==> src/rtl/tri_pe_pkg.sv <==
package tri_pe_pkg;
    localparam int PE_MODE_W = 2;

    typedef enum logic [PE_MODE_W-1:0] {
        PE_INIT  = 2'd0,
        PE_MUL   = 2'd1,
        PE_NORM  = 2'd2,
        PE_SCALE = 2'd3
    } pe_mode_e;
endpackage

==> src/rtl/tri_pe_mulsat.sv <==
module tri_pe_mulsat #(
    parameter int W   = 14,
    parameter int SHW = 5
) (
    input  logic signed [W-1:0] a,
    input  logic signed [W-1:0] b,
    input  logic [SHW-1:0]      sh,
    output logic signed [W-1:0] y
);
    localparam int PW = 2 * W;
    localparam logic signed [PW-1:0] HI = $signed({{(PW-W+1){1'b0}}, {(W-1){1'b1}}});
    localparam logic signed [PW-1:0] LO = ~HI;

    logic signed [PW-1:0] prod;
    logic signed [PW-1:0] shifted;

    always_comb begin
        prod    = a * b;
        shifted = prod >>> sh;
        if (shifted > HI)      y = HI[W-1:0];
        else if (shifted < LO) y = LO[W-1:0];
        else                   y = shifted[W-1:0];
    end
endmodule

==> src/rtl/tri_pe_addsat.sv <==
module tri_pe_addsat #(
    parameter int W = 14
) (
    input  logic signed [W-1:0] a,
    input  logic signed [W-1:0] b,
    input  logic                sub,
    output logic signed [W-1:0] y
);
    logic signed [W:0] sum;

    always_comb begin
        if (sub) sum = {a[W-1], a} - {b[W-1], b};
        else     sum = {a[W-1], a} + {b[W-1], b};
        if (sum[W] != sum[W-1])
            y = sum[W] ? {1'b1, {(W-1){1'b0}}} : {1'b0, {(W-1){1'b1}}};
        else
            y = sum[W-1:0];
    end
endmodule

==> src/rtl/tri_pe.sv <==
module tri_pe
    import tri_pe_pkg::*;
#(
    parameter int W         = 14,
    parameter int FRAC      = 8,
    parameter int FRAC_LAST = 7,
    parameter int TFRAC     = 5,
    parameter bit IS_DIAG   = 1'b0,
    parameter bit LAST_ROW  = 1'b0,
    parameter int COL       = 0,
    parameter int MAX_CYC   = 15
) (
    input  logic         clk,
    input  logic         rst_n,
    input  logic         en,
    input  logic [1:0]   mode,
    input  logic [W-1:0] row_bc,
    input  logic [W-1:0] col_bc,
    input  logic [W-1:0] norm_in,
    input  logic [W-1:0] scale,
    output logic [W-1:0] norm_out,
    output logic [W-1:0] norm_to_scale,
    output logic [W-1:0] l_val
);
    localparam int F     = LAST_ROW ? FRAC_LAST : FRAC;
    localparam int CNT_W = $clog2(MAX_CYC + 1);
    localparam int SHW   = $clog2(2 * W);
    localparam logic [CNT_W-1:0] CNT_MAX = CNT_W'(MAX_CYC);
    localparam logic [CNT_W-1:0] OWN_IDX = CNT_W'(COL);

    typedef struct packed {
        logic signed [W-1:0] lval;
        logic signed [W-1:0] acc;
        logic [CNT_W-1:0]    cnt;
        logic signed [W-1:0] norm;
    } pe_state_t;

    pe_state_t s_d, s_q;
    pe_mode_e  mode_e;

    logic signed [W-1:0] mul_a_d, mul_b_d, mul_y;
    logic signed [W-1:0] add_a_d, add_b_d, add_y;
    logic                add_sub_d;
    logic [SHW-1:0]      shamt_d;
    logic signed [W-1:0] init_val, norm_base;

    assign mode_e = pe_mode_e'(mode);

    // Diagonal and off-diagonal variants differ in load value and norm base
    generate
        if (IS_DIAG) begin : g_diag
            assign init_val  = col_bc;
            assign norm_base = '0;
        end else begin : g_offdiag
            assign init_val  = '0;
            assign norm_base = norm_in;
        end
    endgenerate

    tri_pe_mulsat #(.W(W), .SHW(SHW)) u_mul (
        .a (mul_a_d),
        .b (mul_b_d),
        .sh(shamt_d),
        .y (mul_y)
    );

    tri_pe_addsat #(.W(W)) u_add (
        .a  (add_a_d),
        .b  (add_b_d),
        .sub(add_sub_d),
        .y  (add_y)
    );

    // Operand steering for the shared multiplier and adder
    always_comb begin
        mul_a_d   = row_bc;
        mul_b_d   = col_bc;
        shamt_d   = SHW'(TFRAC);
        add_a_d   = s_q.acc;
        add_b_d   = mul_y;
        add_sub_d = 1'b1;
        case (mode_e)
            PE_MUL: begin
                mul_a_d = (s_q.cnt == OWN_IDX) ? s_q.lval : row_bc;
                add_a_d = (s_q.cnt == '0) ? s_q.lval : s_q.acc;
            end
            PE_NORM: begin
                mul_a_d   = s_q.acc;
                mul_b_d   = s_q.acc;
                shamt_d   = SHW'(F);
                add_a_d   = norm_base;
                add_sub_d = 1'b0;
            end
            PE_SCALE: begin
                mul_a_d = scale;
                mul_b_d = s_q.acc;
                shamt_d = SHW'(F);
            end
            default: ;
        endcase
    end

    // Next-state computation
    always_comb begin
        s_d = s_q;
        if (en) begin
            case (mode_e)
                PE_INIT: begin
                    s_d.lval = init_val;
                    s_d.cnt  = '0;
                end
                PE_MUL: begin
                    s_d.acc = add_y;
                    if (s_q.cnt != CNT_MAX) s_d.cnt = s_q.cnt + 1'b1;
                end
                PE_NORM: begin
                    s_d.norm = add_y;
                    s_d.cnt  = '0;
                end
                PE_SCALE: begin
                    s_d.lval = mul_y;
                    s_d.cnt  = '0;
                end
                default: ;
            endcase
        end
    end

    always_ff @(posedge clk) begin
        if (!rst_n) s_q <= '0;
        else        s_q <= s_d;
    end

    assign l_val = s_q.lval;

    generate
        if (LAST_ROW) begin : g_last
            assign norm_to_scale = s_q.norm;
            assign norm_out      = '0;
        end else begin : g_inner
            assign norm_to_scale = '0;
            assign norm_out      = s_q.norm;
        end
    endgenerate

    AST_INIT_LOAD: assert property (@(posedge clk) disable iff (!rst_n)
        (en && mode == PE_INIT) |=> (l_val == (IS_DIAG ? $past(col_bc) : '0)));
    AST_IDLE_HOLD: assert property (@(posedge clk) disable iff (!rst_n)
        !en |=> ($stable(l_val) && $stable(s_q.acc) && $stable(s_q.norm)));
    AST_MUL_KEEPS_FACTOR: assert property (@(posedge clk) disable iff (!rst_n)
        (en && mode == PE_MUL) |=> ($stable(l_val) && $stable(s_q.norm)));
    AST_NORM_KEEPS_FACTOR: assert property (@(posedge clk) disable iff (!rst_n)
        (en && mode == PE_NORM) |=> ($stable(l_val) && $stable(s_q.acc)));
    AST_SCALE_KEEPS_ACC: assert property (@(posedge clk) disable iff (!rst_n)
        (en && mode == PE_SCALE) |=> ($stable(s_q.acc) && $stable(s_q.norm)));
    AST_INDEX_RESTART: assert property (@(posedge clk) disable iff (!rst_n)
        (en && mode != PE_MUL) |=> (s_q.cnt == '0));
endmodule

==> config.mk <==
export PLATFORM = sky130hd
export DESIGN_NAME = tri_pe
export DESIGN_NICKNAME = d
export VERILOG_FILES = /design/src/rtl/tri_pe_pkg.sv /design/src/rtl/tri_pe_mulsat.sv /design/src/rtl/tri_pe_addsat.sv /design/src/rtl/tri_pe.sv
export SDC_FILE = /design/constraint.sdc
export NUM_CORES = 1
export LEC_CHECK = 0
export ABC_AREA = 1
export ABC_CLOCK_PERIOD_IN_PS = 13100
export BUFFER_PORTS_ARGS = -buffer_cell sky130_fd_sc_hd__buf_4
export CORE_MARGIN = 2
export CORE_UTILIZATION = 35
export CTS_CLUSTER_DIAMETER = 100
export CTS_CLUSTER_SIZE = 30
export DETAILED_ROUTE_END_ITERATION = 16
export HOLD_SLACK_MARGIN = 0.15
export SYNTH_ARGS = -nofsm -noshare
export SYNTH_HDL_FRONTEND = slang
export SYNTH_SLANG_ARGS = --single-unit
==> constraint.sdc <==
create_clock -name clk -period 13.1 [get_ports clk]
set_clock_uncertainty 0.15 [all_clocks]
set_input_delay 2.62 -clock clk [delete_from_list [all_inputs] [get_ports clk]]
set_output_delay 2.62 -clock clk [all_outputs]
set_load 0.01 [all_outputs]
==> flow_metrics.tcl, run 1 <==
set metrics [dict create \
    outcome "finished clean" \
    cpMostUsedCell "nand2_1" \
    place_ws_ns -0.327 \
    yosys.area_share.xor_xnor 0.0369 \
    area_delta_synth_final_pct 27.6 \
    cp_slowest_stage_delay_ns 0.57 \
    max_freq_mhz 79.4 \
    synth.avg_cell_area_um2 7.10 \
    antenna_found_initial 0 \
    synth_top_area_cell "fa_1" \
    firstDrtPassIters 7 \
    cap_violations 0 \
    slew_headroom 0.362 \
    synth_top_cell_area_share 0.318 \
    cts_buffers 5 \
    hp-class "register to register" \
    core_mm2 0.0346 \
    cts_tree "done" \
    netlist_instances 1737 \
    cp-end-kind "register" \
    num_vias 11800 \
    crit_type "input pin to register" \
    die_height_um 192 \
    cts.sinks 46 \
    yosys_warnings 0 \
    synthArstFlopShare 0 \
    gp_congestion 0.949 \
    cts_root_buf "clkbuf_16" \
    synth_edf_count 0 \
    grt_pass1_vias 11900 \
    slew_viol_final 0 \
    synth_top_family_by_area "adder cells" \
    synthTopCellsByCount "inv_1, nand2_1, nor2_1" \
    synth_compound_area_frac 0.108 \
    yosysMostFrequentCell "inv_1" \
    drc_errors 0 \
    hold_slack_ns 0.352 \
    routed_via_density 4.79 \
    grt_pass1_wl_um 64500 \
    initialDrtViolationCount 742 \
    worst_slew_pin_slew_ns 0.953 \
    track_usage 0.230 \
    fin_cells 2453 \
    synth.area.top_cells "fa_1, inv_1, nand2_1" \
    synth-adder-area-share 0.404 \
    overflow 0 \
    finalHoldViolCount 0 \
    fin_crit_sh 0.962 \
    synth.distinct_cells 47 \
    syn-cell-area_mm2 0.0123 \
    synth.yosys.seq_area_share 0.0747 \
    setup_viol_count_final 0 \
    clock_latency_ns 0.30 \
    ctsHoldBuffers 0 \
    startpoint_type "input pin" \
    clockBufferDepth 2 \
    die_area_mm2 0.0367 \
    crit_slowest_cell "fa_1" \
    drt-total-wl_um 42200 \
    yosys.area_share.simple 0.214 \
    num_rows 68 \
    grt_max_degree 44 \
    clkTransAtPathRegs_ns 0.08 \
    dp_cells 2423 \
    synth_mux_area_frac 0 \
    setup_ws_ns 0.498 \
    min_period_ns 12.60 \
    r2r_slack_ns 1.73 \
    layout-drive-gt1-share 0.251 \
    n_antenna_cell 0 \
    ys.flop_type "dfxtp_1" \
    htreeDepth 2 \
    required_ns 13.16 \
    wl_per_cell_um 17.2 \
    setup_tns_ns 0 \
    initial_utilization 0.356 \
    drtAntennaViolNets 0 \
    port_buffers 88 \
    num_io_pins 103 \
    place.detailed.hpwl_um 36700 \
    nets 2339 \
    arrival_ns 12.66 \
    ys_ff_latch 46 \
    cp_max_fo 6 \
    dieWidth_um 192 \
]
## path summary, 6_finish.rpt
kind | start | end | cells past startpoint
worst max-delay path | mode[0] | norm_out[9] | 64
worst min-delay path | l_val[12] | l_val[12] | 2
worst max register to register | s_q[15] | norm_out[9] | 56
worst min register to register | l_val[12] | l_val[12] | 2
## final cells by class
type | count | area (um2)
Fill cell | 3544 | 18900
Timing Repair Buffer | 325 | 2540
Multi-Input combinational cell | 1229 | 10100
Clock inverter | 3 | 28.8
Sequential cell | 46 | 921
Clock buffer | 5 | 125
Tap cell | 455 | 569
Inverter | 390 | 1480
## state kept, by name, indices dropped and copies added, names as in the netlist
register and flops:
s_q 18, l_val 14, norm_out 14
## repair_timing
action,4_1_cts,5_1_grt
endpoints found under the setup margin,12,28
cloned,0,2
pin swaps,0,47
gates resized for setup,2,166
hold endpoints to repair,0,0
buffers inserted,0,20
## kinds of logic after synthesis
| logic type | count (synthesis) |
|---|---|
| other | 1 |
| AOI/OAI and AO/OA | 242 |
| adders and majority gates | 281 |
| and+or+nand+nor | 638 |
| DFF | 46 |
| buffers and inverters | 477 |
| xor gates and xnor gates | 52 |
## per-layer routing
layer,vias up,GRT usage,share of wire
li1,5717,-,-
met1,5698,0.303,0.44
met2,280,0.389,0.48
met3,67,0.0174,0.038
met4,0,0.0944,0.044
met5,-,0,0
## through the flow
| stage | util | area, um2 |
|---|---|---|
| global placement | 0.427 | 14800 |
| floorplan | - | 12400 |
| global route | 0.454 | 15700 |
| CTS | 0.431 | 14900 |
| detailed placement | 0.427 | 14800 |
| finish | 0.454 | 15700 |
## cell usage in the layout, fill, tap and decap left out, types with 7 or more instances in the layout
| master | netlist | final |
|---|---|---|
| a21oi_1 | 96 | 77 |
| a21oi_2 | 1 | 19 |
| a22oi_1 | 13 | 13 |
| buf_4 | 45 | 313 |
| conb_1 | 1 | 14 |
| dfxtp_1 | 46 | 46 |
| fa_1 | 196 | 190 |
| ha_1 | 85 | 71 |
| ha_4 | 0 | 10 |
| inv_1 | 376 | 360 |
| inv_2 | 2 | 18 |
| nand2_1 | 308 | 298 |
| nand2_2 | 20 | 28 |
| nand3_1 | 64 | 56 |
| nand3_2 | 4 | 12 |
| nor2_1 | 211 | 188 |
| nor2_2 | 3 | 21 |
| nor2_4 | 1 | 7 |
| nor3_1 | 15 | 11 |
| o21ai_0 | 94 | 73 |
| o21ai_1 | 8 | 22 |
| xnor2_1 | 18 | 16 |
| xor2_1 | 34 | 31 |
## worst max-delay path: cells and delay by family
| family | cells | cell delay (ns) |
|---|---|---|
| adders and majority gates | 10 | 3.91 |
| and+or+nand+nor | 26 | 2.89 |
| xor gates and xnor gates | 2 | 0.35 |
| buffers and inverters | 16 | 1.50 |
| AOI/OAI and AO/OA | 10 | 1.37 |
Power of run 1 is not shown: default switching activity piles up to over one toggle a cycle in this logic, so the estimate is an artifact.
==> inputs of run 2 (changes only) <==
RECOVER_POWER = 100   (was unset)
SYNTH_HIERARCHICAL = 1   (was unset)
==> flow_metrics.tcl, run 2 <==
set metrics [dict create \
    n_antenna_cell 0 \
    grt_pass1_wl_um 72000 \
    required_ns 13.13 \
    cts_buffers 5 \
    dieWidth_um 209 \
    ys_ff_latch 46 \
    slew_viol_final 0 \
    fin_crit_sh 0.952 \
    synth.area.top_cells "fa_1, nand2_1, inv_1" \
    worst_slew_pin_slew_ns 0.956 \
    layout_common_cells "nand2_1, inv_1, fa_1, nor2_1, nand3_1" \
    grt_pass1_vias 13800 \
    synth.distinct_cells 43 \
    finalHoldViolCount 0 \
    r2r_cells 59 \
    netlist_instances 2309 \
    r2r-start "s_q[14]" \
    synthArstFlopShare 0 \
    num_io_pins 103 \
    num_vias 14000 \
    firstDrtPassIters 5 \
    largest_reg_flops 18 \
    outcome "finished clean" \
    nets 2695 \
    clockBufferDepth 2 \
    slew_headroom 0.362 \
    htreeDepth 2 \
    cts.sinks 46 \
    initialDrtViolationCount 1209 \
    track_usage 0.204 \
    synth.yosys.seq_area_share 0.0625 \
    largest_register "s_q" \
    clock_latency_ns 0.29 \
    synthTopCellsByCount "nand2_1, inv_1, fa_1" \
    grt_max_degree 56 \
    clkTransAtPathRegs_ns 0.07 \
    wl_per_cell_um 15.3 \
    die_area_mm2 0.0437 \
    max_freq_mhz 80.2 \
    hold_slack_ns 0.342 \
    crit_slowest_cell "fa_2" \
    arrival_ns 12.50 \
    setup_viol_count_final 0 \
    synth_top_area_cell "fa_1" \
    hp-class "register to register" \
    synth.avg_cell_area_um2 6.38 \
    yosys_warnings 6 \
    synth_top_cell_area_share 0.266 \
    drc_errors 0 \
    min_period_ns 12.47 \
    startpoint_type "input pin" \
    syn-cell-area_mm2 0.0147 \
    drtAntennaViolNets 0 \
    die_height_um 209 \
    antenna_found_initial 0 \
    place.detailed.hpwl_um 37900 \
    nFillCells 4484 \
    cp_max_fo 17 \
    port_buffers 88 \
    cpMostUsedCell "nand2_1" \
    drt-total-wl_um 44300 \
    cp-endpoint "norm_out[6]" \
    startpoint "mode[0]" \
    gp_congestion 0.956 \
    yosysMostFrequentCell "nand2_1" \
    final_common_cell "nand2_1" \
    ys.flop_type "dfxtp_1" \
    routed_via_density 4.85 \
    overflow 0 \
    layout-drive-gt1-share 0.104 \
    synth_edf_count 0 \
    core_mm2 0.0418 \
    initial_utilization 0.353 \
    cts_root_buf "clkbuf_16" \
    r2r_slack_ns 1.91 \
    crit_type "input pin to register" \
    num_rows 75 \
    cap_violations 0 \
    cts_tree "done" \
    cp_slowest_stage_delay_ns 0.58 \
    cp-end-kind "register" \
    r2r-end "norm_out[6]" \
    area_delta_synth_final_pct 9.15 \
]
==> run 2: cell types whose count changed after synthesis, moves of 22 or more <==
cell / change
nand2_1: +424
nand3_1: +92
inv_1: +66
o21ai_0: -49
nor2_1: -46
buf_2: +22
==> run 2: kinds of logic (layout without fill, tap and decap cells) <==
| kind of cell | Yosys count | count (layout) | synth area share |
|---|---|---|---|
| other | 1 | 20 | 0.000255 |
| adder cells (fa/ha/maj) | 284 | 284 | 0.341 |
| AND/OR/NAND/NOR | 1150 | 1151 | 0.333 |
| multiplexers | 2 | 2 | 0.00136 |
| XOR/XNOR | 34 | 34 | 0.0202 |
| flip-flops | 46 | 46 | 0.0625 |
| AO/OA/AOI/OAI | 203 | 203 | 0.0739 |
| buffers and inverters | 589 | 611 | 0.168 |
==> run 2: what timing repair did <==
action	CTS	global route
hold buffers	0	0
resized for setup	0	47
setup buffers	0	9
endpoints found under the setup margin	0	28
==> run 2: stage by stage <==
stage	setup slack [ns]	setup TNS, ns	area (um2)	cells	utilization
2_1_floorplan	1.34	0	14800	2328	-
3_3_place_gp	0.228	0	15700	2872	0.377
3_5_place_dp	0.155	0	15700	2872	0.377
4_1_cts	0.418	0	15900	2880	0.380
5_1_grt	-0.0339	-0.350	16100	2890	0.385
6_report	0.634	0	16100	2890	0.385
==> run 2: critical path, delay by kind of cell <==
kind                       cells  cell delay (ns)
AOI/OAI and AO/OA              4             0.51
xor gates and xnor gates       1             0.08
buffers and inverters         11             1.42
and+or+nand+nor               34             3.72
adders and majority gates      9             4.11
==> run 2: final cells by class <==
| class | instances | area [um2] | share of cell area |
|---|---|---|---|
| Clock inverter | 3 | 18.8 | 0.00117 |
| Timing Repair Buffer | 142 | 985 | 0.0612 |
| Inverter | 461 | 1750 | 0.109 |
| Sequential cell | 46 | 921 | 0.0573 |
| Tap cell | 539 | 674 | 0.0419 |
| Clock buffer | 5 | 125 | 0.00778 |
| Multi-Input combinational cell | 1694 | 11600 | 0.722 |
==> run 2: worst min path at each step <==
| stage | from | to | slack [ns] | depth (start not counted) |
|---|---|---|---|---|
| 6_report | norm_out[3] | norm_out[3] | 0.34 | 2 |
| 5_1_grt | norm_out[3] | norm_out[3] | 0.36 | 2 |
| 4_1_cts | norm_out[7] | norm_out[7] | 0.35 | 2 |
| 3_5_place_dp | norm_out[3] | norm_out[3] | 0.33 | 2 |
| 3_3_place_gp | norm_out[12] | norm_out[12] | 0.32 | 2 |
| 2_1_floorplan | norm_out[0] | norm_out[0] | 0.31 | 2 |
==> run 2: per-layer routing <==
| metal | track usage | up-vias | routed length (um) |
|---|---|---|---|
| met5 | 0 | - | 0 |
| met4 | 0.0362 | 0 | 866 |
| met3 | 0.0182 | 47 | 2120 |
| met2 | 0.339 | 362 | 20600 |
| met1 | 0.292 | 6657 | 20700 |
| li1 | - | 6958 | - |
Power of run 2 is left out for the same reason.
